===== src/rtl/cal_pkg.sv =====
package cal_pkg;
  localparam int unsigned SEL_W   = 4;
  localparam int unsigned DEPTH   = 1 << SEL_W;
  localparam int unsigned MAX_LAT = DEPTH - 1;

  typedef enum logic [2:0] {
    S_IDLE,
    S_ARMED,
    S_COUNT,
    S_LOCKED,
    S_TIMEOUT
  } calState_e;

  // strobes from control to the tag datapath
  typedef struct packed {
    logic             tapEn;
    logic [SEL_W-1:0] tapSel;
  } tapCtl_t;
endpackage


===== src/rtl/cal_rise_det.sv =====
module cal_rise_det (
  input  logic clk,
  input  logic rstN,
  input  logic din,
  output logic rise
);
  logic prevQ;

  always_ff @(posedge clk) begin
    if (!rstN) prevQ <= 1'b0;
    else       prevQ <= din;
  end

  assign rise = din & ~prevQ;
endmodule


===== src/rtl/cal_ctrl.sv =====
module cal_ctrl
  import cal_pkg::*;
(
  input  logic             clk,
  input  logic             rstN,
  input  logic             startPulse,
  input  logic             addrValid,
  input  logic             dataRise,
  output tapCtl_t          tapCtl,
  output logic [SEL_W-1:0] latency,
  output logic             locked,
  output logic             timeoutErr
);
  localparam logic [SEL_W-1:0] MAX_SEL = SEL_W'(MAX_LAT);

  calState_e        state;
  logic [SEL_W-1:0] cnt;
  logic [SEL_W-1:0] latReg;
  logic             capture;

  always_ff @(posedge clk) begin
    if (!rstN) begin
      state  <= S_IDLE;
      cnt    <= '0;
      latReg <= '0;
    end else if (startPulse) begin
      state  <= S_ARMED;
      cnt    <= '0;
      latReg <= '0;
    end else begin
      case (state)
        S_ARMED: begin
          if (addrValid) begin
            state <= S_COUNT;
            cnt   <= SEL_W'(1);
          end
        end
        S_COUNT: begin
          if (dataRise) begin
            state  <= S_LOCKED;
            latReg <= cnt;
          end else if (cnt == MAX_SEL) begin
            state <= S_TIMEOUT;
          end else begin
            cnt <= cnt + 1'b1;
          end
        end
        default: ;
      endcase
    end
  end

  // the capture cycle already uses the running count as the tap
  assign capture       = (state == S_COUNT) && dataRise;
  assign locked        = (state == S_LOCKED);
  assign timeoutErr    = (state == S_TIMEOUT);
  assign latency       = latReg;
  assign tapCtl.tapEn  = locked | capture;
  assign tapCtl.tapSel = locked ? latReg : cnt;
endmodule


===== src/rtl/cal_tag_delay.sv =====
module cal_tag_delay
  import cal_pkg::*;
#(
  parameter int unsigned PASS_W = 3
) (
  input  logic              clk,
  input  logic              rstN,
  input  logic              addrValid,
  input  logic [PASS_W-1:0] passIn,
  input  logic              lastIn,
  input  tapCtl_t           tapCtl,
  output logic              tagValidOut,
  output logic [PASS_W-1:0] passOut,
  output logic              lastOut
);
  localparam int unsigned ENT_W = PASS_W + 2;

  logic [ENT_W-1:0] line [1:DEPTH-1];
  logic [ENT_W-1:0] head;
  logic [ENT_W-1:0] picked;
  logic             hit;

  assign head = {addrValid, lastIn, passIn};

  always_ff @(posedge clk) begin
    if (!rstN) begin
      for (int k = 1; k < DEPTH; k++) line[k] <= '0;
    end else begin
      line[1] <= head;
      for (int k = 2; k < DEPTH; k++) line[k] <= line[k-1];
    end
  end

  always_comb begin
    picked = '0;
    for (int k = 1; k < DEPTH; k++) begin
      if (tapCtl.tapSel == SEL_W'(k)) picked = line[k];
    end
  end

  assign hit         = tapCtl.tapEn & picked[ENT_W-1];
  assign tagValidOut = hit;
  assign lastOut     = hit & picked[PASS_W];
  assign passOut     = hit ? picked[PASS_W-1:0] : '0;
endmodule


===== src/rtl/lat_calibrator.sv =====
module lat_calibrator
  import cal_pkg::*;
#(
  parameter int unsigned PASS_W = 3
) (
  input  logic              clk,
  input  logic              rstN,
  input  logic              startPulse,
  input  logic              addrValid,
  input  logic              dataValid,
  input  logic [PASS_W-1:0] passIn,
  input  logic              lastIn,
  output logic              tagValidOut,
  output logic [PASS_W-1:0] passOut,
  output logic              lastOut,
  output logic [SEL_W-1:0]  latency,
  output logic              locked,
  output logic              timeoutErr
);
  logic    dataRise;
  tapCtl_t tapCtl;

  cal_rise_det u_rise (
    .clk  (clk),
    .rstN (rstN),
    .din  (dataValid),
    .rise (dataRise)
  );

  cal_ctrl u_ctrl (
    .clk        (clk),
    .rstN       (rstN),
    .startPulse (startPulse),
    .addrValid  (addrValid),
    .dataRise   (dataRise),
    .tapCtl     (tapCtl),
    .latency    (latency),
    .locked     (locked),
    .timeoutErr (timeoutErr)
  );

  cal_tag_delay #(.PASS_W(PASS_W)) u_delay (
    .clk         (clk),
    .rstN        (rstN),
    .addrValid   (addrValid),
    .passIn      (passIn),
    .lastIn      (lastIn),
    .tapCtl      (tapCtl),
    .tagValidOut (tagValidOut),
    .passOut     (passOut),
    .lastOut     (lastOut)
  );
endmodule


===== config.mk =====
export PLATFORM = sky130hd
export DESIGN_NAME = lat_calibrator
export DESIGN_NICKNAME = d
export VERILOG_FILES = /design/src/rtl/cal_pkg.sv /design/src/rtl/cal_rise_det.sv /design/src/rtl/cal_ctrl.sv /design/src/rtl/cal_tag_delay.sv /design/src/rtl/lat_calibrator.sv
export SDC_FILE = /design/constraint.sdc
export NUM_CORES = 1
export LEC_CHECK = 0
export CAP_MARGIN = 30
export CORE_AREA = 2 2 86 96
export DETAILED_ROUTE_END_ITERATION = 8
export DIE_AREA = 0 0 88 98
export DONT_BUFFER_PORTS = 1
export PLACE_DENSITY = 0.64
export SYNTH_ARGS = -nofsm -noshare
export SYNTH_HDL_FRONTEND = slang
export SYNTH_SLANG_ARGS = --single-unit

===== constraint.sdc =====
create_clock -name clk -period 4.74 [get_ports clk]
set_input_delay 0.711 -clock clk [delete_from_list [all_inputs] [get_ports clk]]
set_output_delay 0.711 -clock clk [all_outputs]
set_load 0.02 [all_outputs]

# After elaboration in Yosys (flattened, before gate mapping)
# Memories as Yosys holds them, arrays and structs flattened.
# Index checks and enable logic that the tools add are counted.
dict set report totals {
  input_bits 9
  ram_bits 75
  regBits 12
  out_inout_bits 11
  mem_count 1
}
# name words width read_ports rd_ports_with_merged_regs wr line
set memory_table {}
lappend memory_table {u_delay.line 15 5 15 0 15 cal_tag_delay.sv:18} ;# logic [ENT_W-1:0] line [1:DEPTH-1];
dict set report op_classes {
  n_eq_ne 26
  muxes 43
  add_sub_neg 1
  n_bitwise 21
  n_reduce_logical 8
}
# op n
set ops {}
lappend ops {{two-way mux 5 bit} 30}
lappend ops {{== test 4 bit (second input constant)} 9}
lappend ops {{== test 4 x 3 -> 1 bit (second input constant)} 4}
lappend ops {{two-way mux 4 bit} 4}
lappend ops {{OR 1 bit} 16}
lappend ops {{two-way mux 3 bit} 4}
lappend ops {{== test 4 x 2 -> 1 bit (second input constant)} 2}
lappend ops {{case mux 4 bit (2 select lines)} 1}
lappend ops {{== test 3 x 2 -> 1 bit (second input constant)} 2}
lappend ops {{inequality test 2 bit (second input constant)} 3}
lappend ops {{case mux 3 bit (2 select lines)} 1}
lappend ops {{AND reduction 3 bit} 2}
lappend ops {{adder 4 x 1 -> 4 bit (second input constant)} 1}
lappend ops {{== test 4 x 1 -> 1 bit (second input constant)} 1}
lappend ops {{inequality test 4 x 2 -> 1 bit (second input constant)} 1}
lappend ops {{AND reduction 4 bit} 1}
lappend ops {{bitwise AND 1 bit} 3}
lappend ops {{== test 3 x 1 -> 1 bit (second input constant)} 1}
lappend ops {{== test 3 bit (second input constant)} 1}
lappend ops {{two-way mux 1 bit} 3}
lappend ops {{inequality test 3 x 1 -> 1 bit (second input constant)} 1}
lappend ops {{inequality test 3 bit (second input constant)} 1}
lappend ops {{nonzero test 3 bit} 1}
lappend ops {{NOT 1 bit} 2}
lappend ops {{4 further kinds} 4}

# Longest topological paths before layout
# Gate-level depths: netlist of run 1.
dict set report depth {
  ltp_word 20
  ltp_mapped 9
}

# Cells and area by module
# From an unflattened synthesis of run 1, not the netlist that was laid out.
dict set report hier_totals {
  hier_cells 332
  hier_area_um2 3499.6
}
# mod n_inst cells_per_inst area_per_inst_um2 seq_area_each_um2
set by_module_without_submodules {}
lappend by_module_without_submodules {cal_tag_delay 1 265 2846.5 1501.4}
lappend by_module_without_submodules {cal_ctrl 1 64 613.1 220.2}
lappend by_module_without_submodules {cal_rise_det 1 3 40.0 20.0}

# Worst setup path after synthesis of run 1
# OpenSTA, ideal clock, no wires.
dict set report synth_path {
  kind {flip-flop to output port}
  start {register u_ctrl.latReg[1], in the netlist u_ctrl.latency[1]}
  end {output port lastOut}
  path_stages_with_launch 9
  arrival_ps 2187
  path_slack_ps 1842
  n_path_buf 2
  required_time_ps 4029
  cell_sequence {dfxtp_1 > buf_2 > buf_2 > nand4b_1 > mux2i_2 > a22oi_1 > and4_4 > o211a_4 > a311oi_1}
}
dict set report synth_between {
  elab_chain_cells 19
  word_cells_on_any_way 33
}
# item line
set synth_rtl {}
lappend synth_rtl {{start: declaration} cal_ctrl.sv:18} ;# logic [SEL_W-1:0] latReg;
lappend synth_rtl {{start signal: assignment} cal_ctrl.sv:41} ;# latReg <= cnt;
lappend synth_rtl {{two-way mux 4 bit *} cal_ctrl.sv:59} ;# assign tapCtl.tapSel = locked ? latReg : cnt;
lappend synth_rtl {{== test 4 x 1 -> 1 bit} cal_tag_delay.sv:37} ;# if (tapCtl.tapSel == SEL_W'(k)) picked = line[k];
lappend synth_rtl {{two-way mux 5 bit (14 in series)} cal_tag_delay.sv:37}
lappend synth_rtl {{two-way mux 5 bit *} cal_tag_delay.sv:37}
lappend synth_rtl {{bitwise AND 1 bit} cal_tag_delay.sv:41} ;# assign hit = tapCtl.tapEn & picked[ENT_W-1];
lappend synth_rtl {{bitwise AND 1 bit *} cal_tag_delay.sv:43} ;# assign lastOut = hit & picked[PASS_W];
lappend synth_rtl {{end: declaration} lat_calibrator.sv:15} ;# output logic lastOut,
# Mark *: on every way between the ends. The rest lies on a longest branch, timed or not.

# Final worst setup path of run 1
# Same ends and word-level chain as after synthesis.

==> results of run 1 <==
path summary, 6_finish.rpt:
path / start / end / depth (start not counted)
min reg2reg: u_delay.line[1][0] / u_delay.line[1][5] / 1
max: u_ctrl.latency[1] / lastOut / 6
max reg2reg: u_ctrl.state[1] / u_ctrl.cnt[3] / 6
min: u_delay.line[1][0] / u_delay.line[1][5] / 1
power groups by stage:
stage | logic (mW) | clock network [mW] | registers (mW)
after floorplan | 0.0264 | 0 | 0.760
after detailed placement | 0.0222 | 0 | 0.763
final | 0.0224 | 0.524 | 0.746
after CTS | 0.0223 | 0.540 | 0.746
after global placement | 0.0210 | 0 | 0.763
after global routing | 0.0250 | 0.565 | 0.748
metal layers:
layer  wire, um  track usage (%)  vias to the layer above
met4        165             8.40                        0
met5          0                0                        -
met2       3480             28.8                       68
li1           -                -                     1281
met3        415             5.24                       15
met1       3670             25.3                     1255
worst max-delay path, stage by stage (launching register included):
cell and delay, ns:
dfxtp_1 0.89, nand4b_1 0.20, mux2i_2 0.50, a211oi_1 0.18, and4_4 0.20, o211a_4 0.15
a311oi_1 0.68
synth_stat cells (7+ instances only):
cell,count
a21oi_1,11
nor4bb_1,10
clkbuf_1,8
dfxtp_1,87
nand2_1,7
a22oi_1,18
nor2_1,16
nor3_1,9
and2_1,76
mux2i_1,7
buf_2,8
nand4b_1,10
mux2_2,8
state kept, by name (all words and copies together) (netlist names):
register	cells
u_delay.line	75
u_ctrl.cnt	4
u_ctrl.latency	4
u_ctrl.state	3
u_rise.prevQ	1
stage by stage:
| step | power, mW | hold slack (ns) | instances | setup WS, ns |
|---|---|---|---|---|
| 5_1_grt | 1.34 | 0.465 | 464 | 0.595 |
| 2_1_floorplan | 0.786 | 0.428 | 362 | 1.84 |
| 4_1_cts | 1.31 | 0.461 | 464 | 0.816 |
| 3_5_place_dp | 0.786 | 0.448 | 448 | 1.23 |
| 6_report | 1.29 | 0.465 | 464 | 0.863 |
| 3_3_place_gp | 0.784 | 0.437 | 447 | 1.34 |
final cells by class:
| cell class | count | area [um2] | share of cell area, % |
|---|---|---|---|
| flip-flops and latches | 87 | 1740 | 44.4 |
| well taps | 108 | 135 | 3.44 |
| multi-input cells | 245 | 1810 | 46.1 |
| clock buffers | 9 | 124 | 3.15 |
| clock inverters | 7 | 78.8 | 2.01 |
| inverters | 7 | 26.3 | 0.669 |
| repair buffers | 1 | 10.0 | 0.255 |
kinds of logic after synthesis:
group,count (synthesis),synth area share [%]
AO/OA/AOI/OAI,61,12.0
multiplexers,25,8.51
AND/OR/NAND/NOR,156,27.3
adder cells (fa/ha/maj),1,0.336
XOR/XNOR,2,0.471
flip-flops,87,46.8
buffers and inverters,30,4.51
==> impl_results.md, run 1 <==
* CTS tree: yes
* Initial DRC count at ~190
* Drt pass-1 iters at 4
* Slew Limit Fails at 0
* Post-synthesis sequential element count at just under 90
* Comb power frac at under 10%
* Die area at approximately 8600 um2
* Kind of critical path: reg -> out
* Post-DP HPWL at ~5.2 mm
* Port buffer count at 0
* Largest vdd supply drop at around 0.00014 V
* GRT Overall Usage at 19.1%
* Area delta synth->final at 5.55%
* Largest net degree at the start of global routing at just under 80
* Status: finished, final reports clean
* Most common cell after layout, fill and taps aside: dfxtp_1
* DR vias/cell at 5.64
* Sequential element share of the synthesized area at a little under half
* Initial Utilization at around half
* RSZ-0062 raised after global routing: no
* Final setup vio count at 0
* Max-cap viol count at 0
* Post-CTS Hold Buffers at 0
* Synth area leaders: dfxtp_1 (47%), and2_1 (13%), a22oi_1 (3.6%), nor4bb_1 (2.7%), mux2_2 (2.4%)
* FF-to-FF setup slack at 2.78 ns
* Gpl congestion at ~0.87
* Crit start category: flip-flop
* Net Sw Frac at between 20% and 30%
* Post-CTS Setup Inserts at 0
* Pwr dens at roughly 330 nW/um2
* Worst Path Arrival at ~3.2 ns
* Global-route wire length before repair at about 13 mm
* Main synth FF type: dfxtp_1
* Placed cell area at between 3000 and 4000 um2
* Total Wirelength at ~7.7 mm
* CTS sink count at 87
* Hold crit path type: reg -> reg
* Mapped Avg Cell Area at between 10 and 15 um2
* Cells after Synth at about 360
* Die W at about 90 um
* Via count at 2619
* Area share of the largest cell type after synthesis at 46.8%
* Worst Setup End Kind: output pin
* Synth area leader: dfxtp_1
* Insertion delay to the later sink of the worst-skew pair at between 0.3 and 0.4 ns
* CTS max path bufs at 2
* Synth cell types at 53
* Sequential fraction of design power at between 50% and 60%
* CTS root buffer: clkbuf_8
* Die Y at 98 um
* Worst-path fanout max at 20
* Post-synth EDFFs at 0
* Post_cts resized at 0
* Most frequent cells in the layout: dfxtp_1 (87), and2_1 (76), a22oi_1 (18), nor2_1 (16), a21oi_1 (11)
* Net switching power at approximately 290 uW
* Rel. slew slack at between 40% and 50%
* Drt drc at 0
* Core area at 7700 um2
* Final period utilization at between 80% and 90%
* Highest Clock Rate at 258 MHz
* DRT antenna net count at 0
* Async SR Flop Fraction at 0%
* H-tree depth at 3
* Post-Route Utilization at between 50 and 60%
* Wire per inst at 16.7 um
* Number of fill cells in the layout at between 700 and 800
* Worst-Margin Slew at ~0.87 ns
* Diodes inserted at 0
* Nets at approximately 360
* Total CTS buffers at 9
* Row count at 34
* Setup tns final at 0 ns
* Count of final hold-check violations at 0
* Ratio of cells with drive above 1 in the final layout at a little under an eighth
* Gr ovfl total at 0
* Worst Path Required at between 4 and 5 ns
* I/O pins at 20
* Post-Syn Area at between 3000 and 4000 um2
* Vias in the first global route at 2512
* Mapped Nets at approximately 370
* Int Power at ~1 mW
* Clk pwr share at 40.5%
* Pleak at ~1.5 nW
* YS warnings at 0
* Min Tclk post-route at just under 4 ns
* Initial antenna violation count at 0
* Setup Skew at 0.00664 ns
* Fin area at between 3000 and 4000 um2
* Clock transition at the registers of the reported paths at 0.09 ns
Power figures use the tool's default switching activity.
==> inputs of run 2 (changes only) <==
==> constraint.sdc (replaced) <==
create_clock -name clk -period 3.57 [get_ports clk]
set_input_delay 0.5355 -clock clk [delete_from_list [all_inputs] [get_ports clk]]
set_output_delay 0.5355 -clock clk [all_outputs]
set_load 0.02 [all_outputs]
==> impl_results.md, run 2 (same netlist as run 1, synthesis figures left out) <==
* Status: finished, final reports clean
* Net Sw Frac at 22.0%
* Nets at 367
* Diodes inserted at 0
* Die W at between 80 and 90 um
* GRT Overall Usage at between 10% and 20%
* Placed cell area at about 3800 um2
* Initial Utilization at approximately 48%
* Worst-path fanout max at 16
* Core area at around 7700 um2
* Global-route wire length before repair at between 10 and 15 mm
* Fin area at roughly 4000 um2
* Gpl congestion at between 0.8 and 0.9
* Via count at between 2000 and 3000
* Sequential fraction of design power at ~58%
* Drt pass-1 iters at 6
* Wire per inst at about 17 um
* Net switching power at about 380 uW
* Int Power at ~1.3 mW
* Max FFs per register at 75
* Die Y at between 90 and 100 um
* Port buffer count at 0
* Kind of critical path: reg -> out
* Row count at 34
* Ratio of cells with drive above 1 in the final layout at ~14%
* I/O pins at 20
* Count of final hold-check violations at 0
* Largest stage delay on the critical path at roughly 0.76 ns
* Worst path cell trace: nand4b_1 > mux2i_1 > a211oi_1 > and4_4 > o211a_4 > nor4_2
* Final period utilization at between 90 and 100%
* Setup Skew at between 0.006 and 0.007 ns
* Rel. slew slack at a little over half
* Max-cap viol count at 0
* Drt drc at 0
* CTS sink count at a little under 90
* Worst Path Arrival at about 2.8 ns
* Slowest CP cell: dfxtp_1
* Clk pwr share at 40.6%
* Highest Clock Rate at 296 MHz
* Slew Limit Fails at 0
* DR vias/cell at around 5.6
* Largest net degree at the start of global routing at a little under 80
* Insertion delay to the later sink of the worst-skew pair at 0.36 ns
* Final setup vio count at 0
* Pwr dens at around 430 nW/um2
* Clock transition at the registers of the reported paths at approximately 0.080 ns
* Worst-Margin Slew at roughly 0.7 ns
* Area delta synth->final at 6.79%
* Crit start category: flip-flop
* Most flops, register: u_delay.line
* Worst Setup End Kind: output pin
* Initial antenna violation count at 0
* Initial DRC count at between 200 and 300
* Largest vdd supply drop at around 0.00021 V
* CTS max path bufs at 2
* Most common cell after layout, fill and taps aside: dfxtp_1
* Total CTS buffers at 9
* CTS tree: yes
* Worst Path Required at about 3.0 ns
* Hold crit path type: in -> reg
* Total Wirelength at between 7 and 8 mm
* Most frequent cells in the layout: dfxtp_1 (84), and2_1 (76), a22oi_1 (18), nor2_1 (16), a21oi_1 (11)
* DRT antenna net count at 0
* Setup tns final at 0 ns
* Pleak at ~1.5 nW
* H-tree depth at 3
* Min Tclk post-route at between 3 and 4 ns
* CTS root buffer: clkbuf_8
* RSZ-0062 raised after global routing: no
* Comb power frac at approximately 1.7%
* Post-DP HPWL at 5.25 mm
* Post-CTS Hold Buffers at 0
* Vias in the first global route at about 2600
* Die area at roughly 8600 um2
* Gr ovfl total at 0
* FF-to-FF setup slack at ~1.6 ns
## run 2: cell count changes in the layout (fill, tap and decap cells not counted), sizes merged
cell	previous run	this run
buf	0	6
clkbuf	9	11
inv	10	8
clkdlybuf4s18	1	0
clkinv	1	2
## run 2: final cells by class
class | instances | area [um2]
Clock inverter | 6 | 67.6
Sequential cell | 87 | 1750
Multi-Input combinational cell | 245 | 1810
Clock buffer | 10 | 138
Fill cell | 717 | 3730
Timing Repair Buffer | 7 | 50.0
Inverter | 7 | 26.3
Tap cell | 108 | 135
## run 2: final timing paths
| path | from | to | cells after the start |
|---|---|---|---|
| worst min register to register | u_delay.line[0][27] | u_delay.line[0][32] | 1 |
| worst max-delay path | u_ctrl.latency[2] | passOut[2] | 6 |
| worst max register to register | u_ctrl.state[1] | u_ctrl.cnt[3] | 6 |
| worst min-delay path | addrValid | u_delay.line[0][9] | 1 |
## run 2: per-layer routing
layer	vias up	routed length (um)	part of all wire (%)	global-route usage, %
met4	0	181	2.3	8.99
met3	15	510	6.6	5.66
met5	-	0	0	0
met1	1230	3610	46	27.0
met2	74	3470	45	28.3
li1	1291	-	-	-
## run 2: power groups by stage
stage	Combinational, mW	Clock [mW]	Sequential, mW
2_1_floorplan	0.0351	0	1.01
3_3_place_gp	0.0280	0	1.01
3_5_place_dp	0.0286	0	1.01
4_1_cts	0.0289	0.716	0.990
5_1_grt	0.0332	0.754	0.993
6_report	0.0294	0.698	0.991
## run 2: through the flow
| step | total power, mW | util [%] | std cells | hold WS (ns) | setup WS, ns |
|---|---|---|---|---|---|
| finish | 1.72 | 51.6 | 470 | 0.292 | 0.192 |
| global route | 1.78 | 51.6 | 470 | 0.278 | 0.00759 |
| CTS | 1.74 | 51.5 | 469 | 0.279 | 0.151 |
| detailed placement | 1.04 | 48.8 | 453 | 0.447 | 0.568 |
| global placement | 1.04 | 48.8 | 453 | 0.442 | 0.555 |
| floorplan | 1.04 | - | 362 | 0.428 | 0.848 |
## run 2: critical path: cells and delay by family, from the launching register on
| family | cells | cell delay [ns] |
|---|---|---|
| flops | 1 | 0.76 |
| mux | 1 | 0.45 |
| simple gates | 3 | 0.96 |
| compound gates | 2 | 0.29 |
## run 2: what timing repair did
action | 4_1_cts | 5_1_grt
buffers inserted | 0 | 0
gates resized for setup | 0 | 3
endpoints found under the hold margin | 0 | 0
setup endpoints to repair | 0 | 2
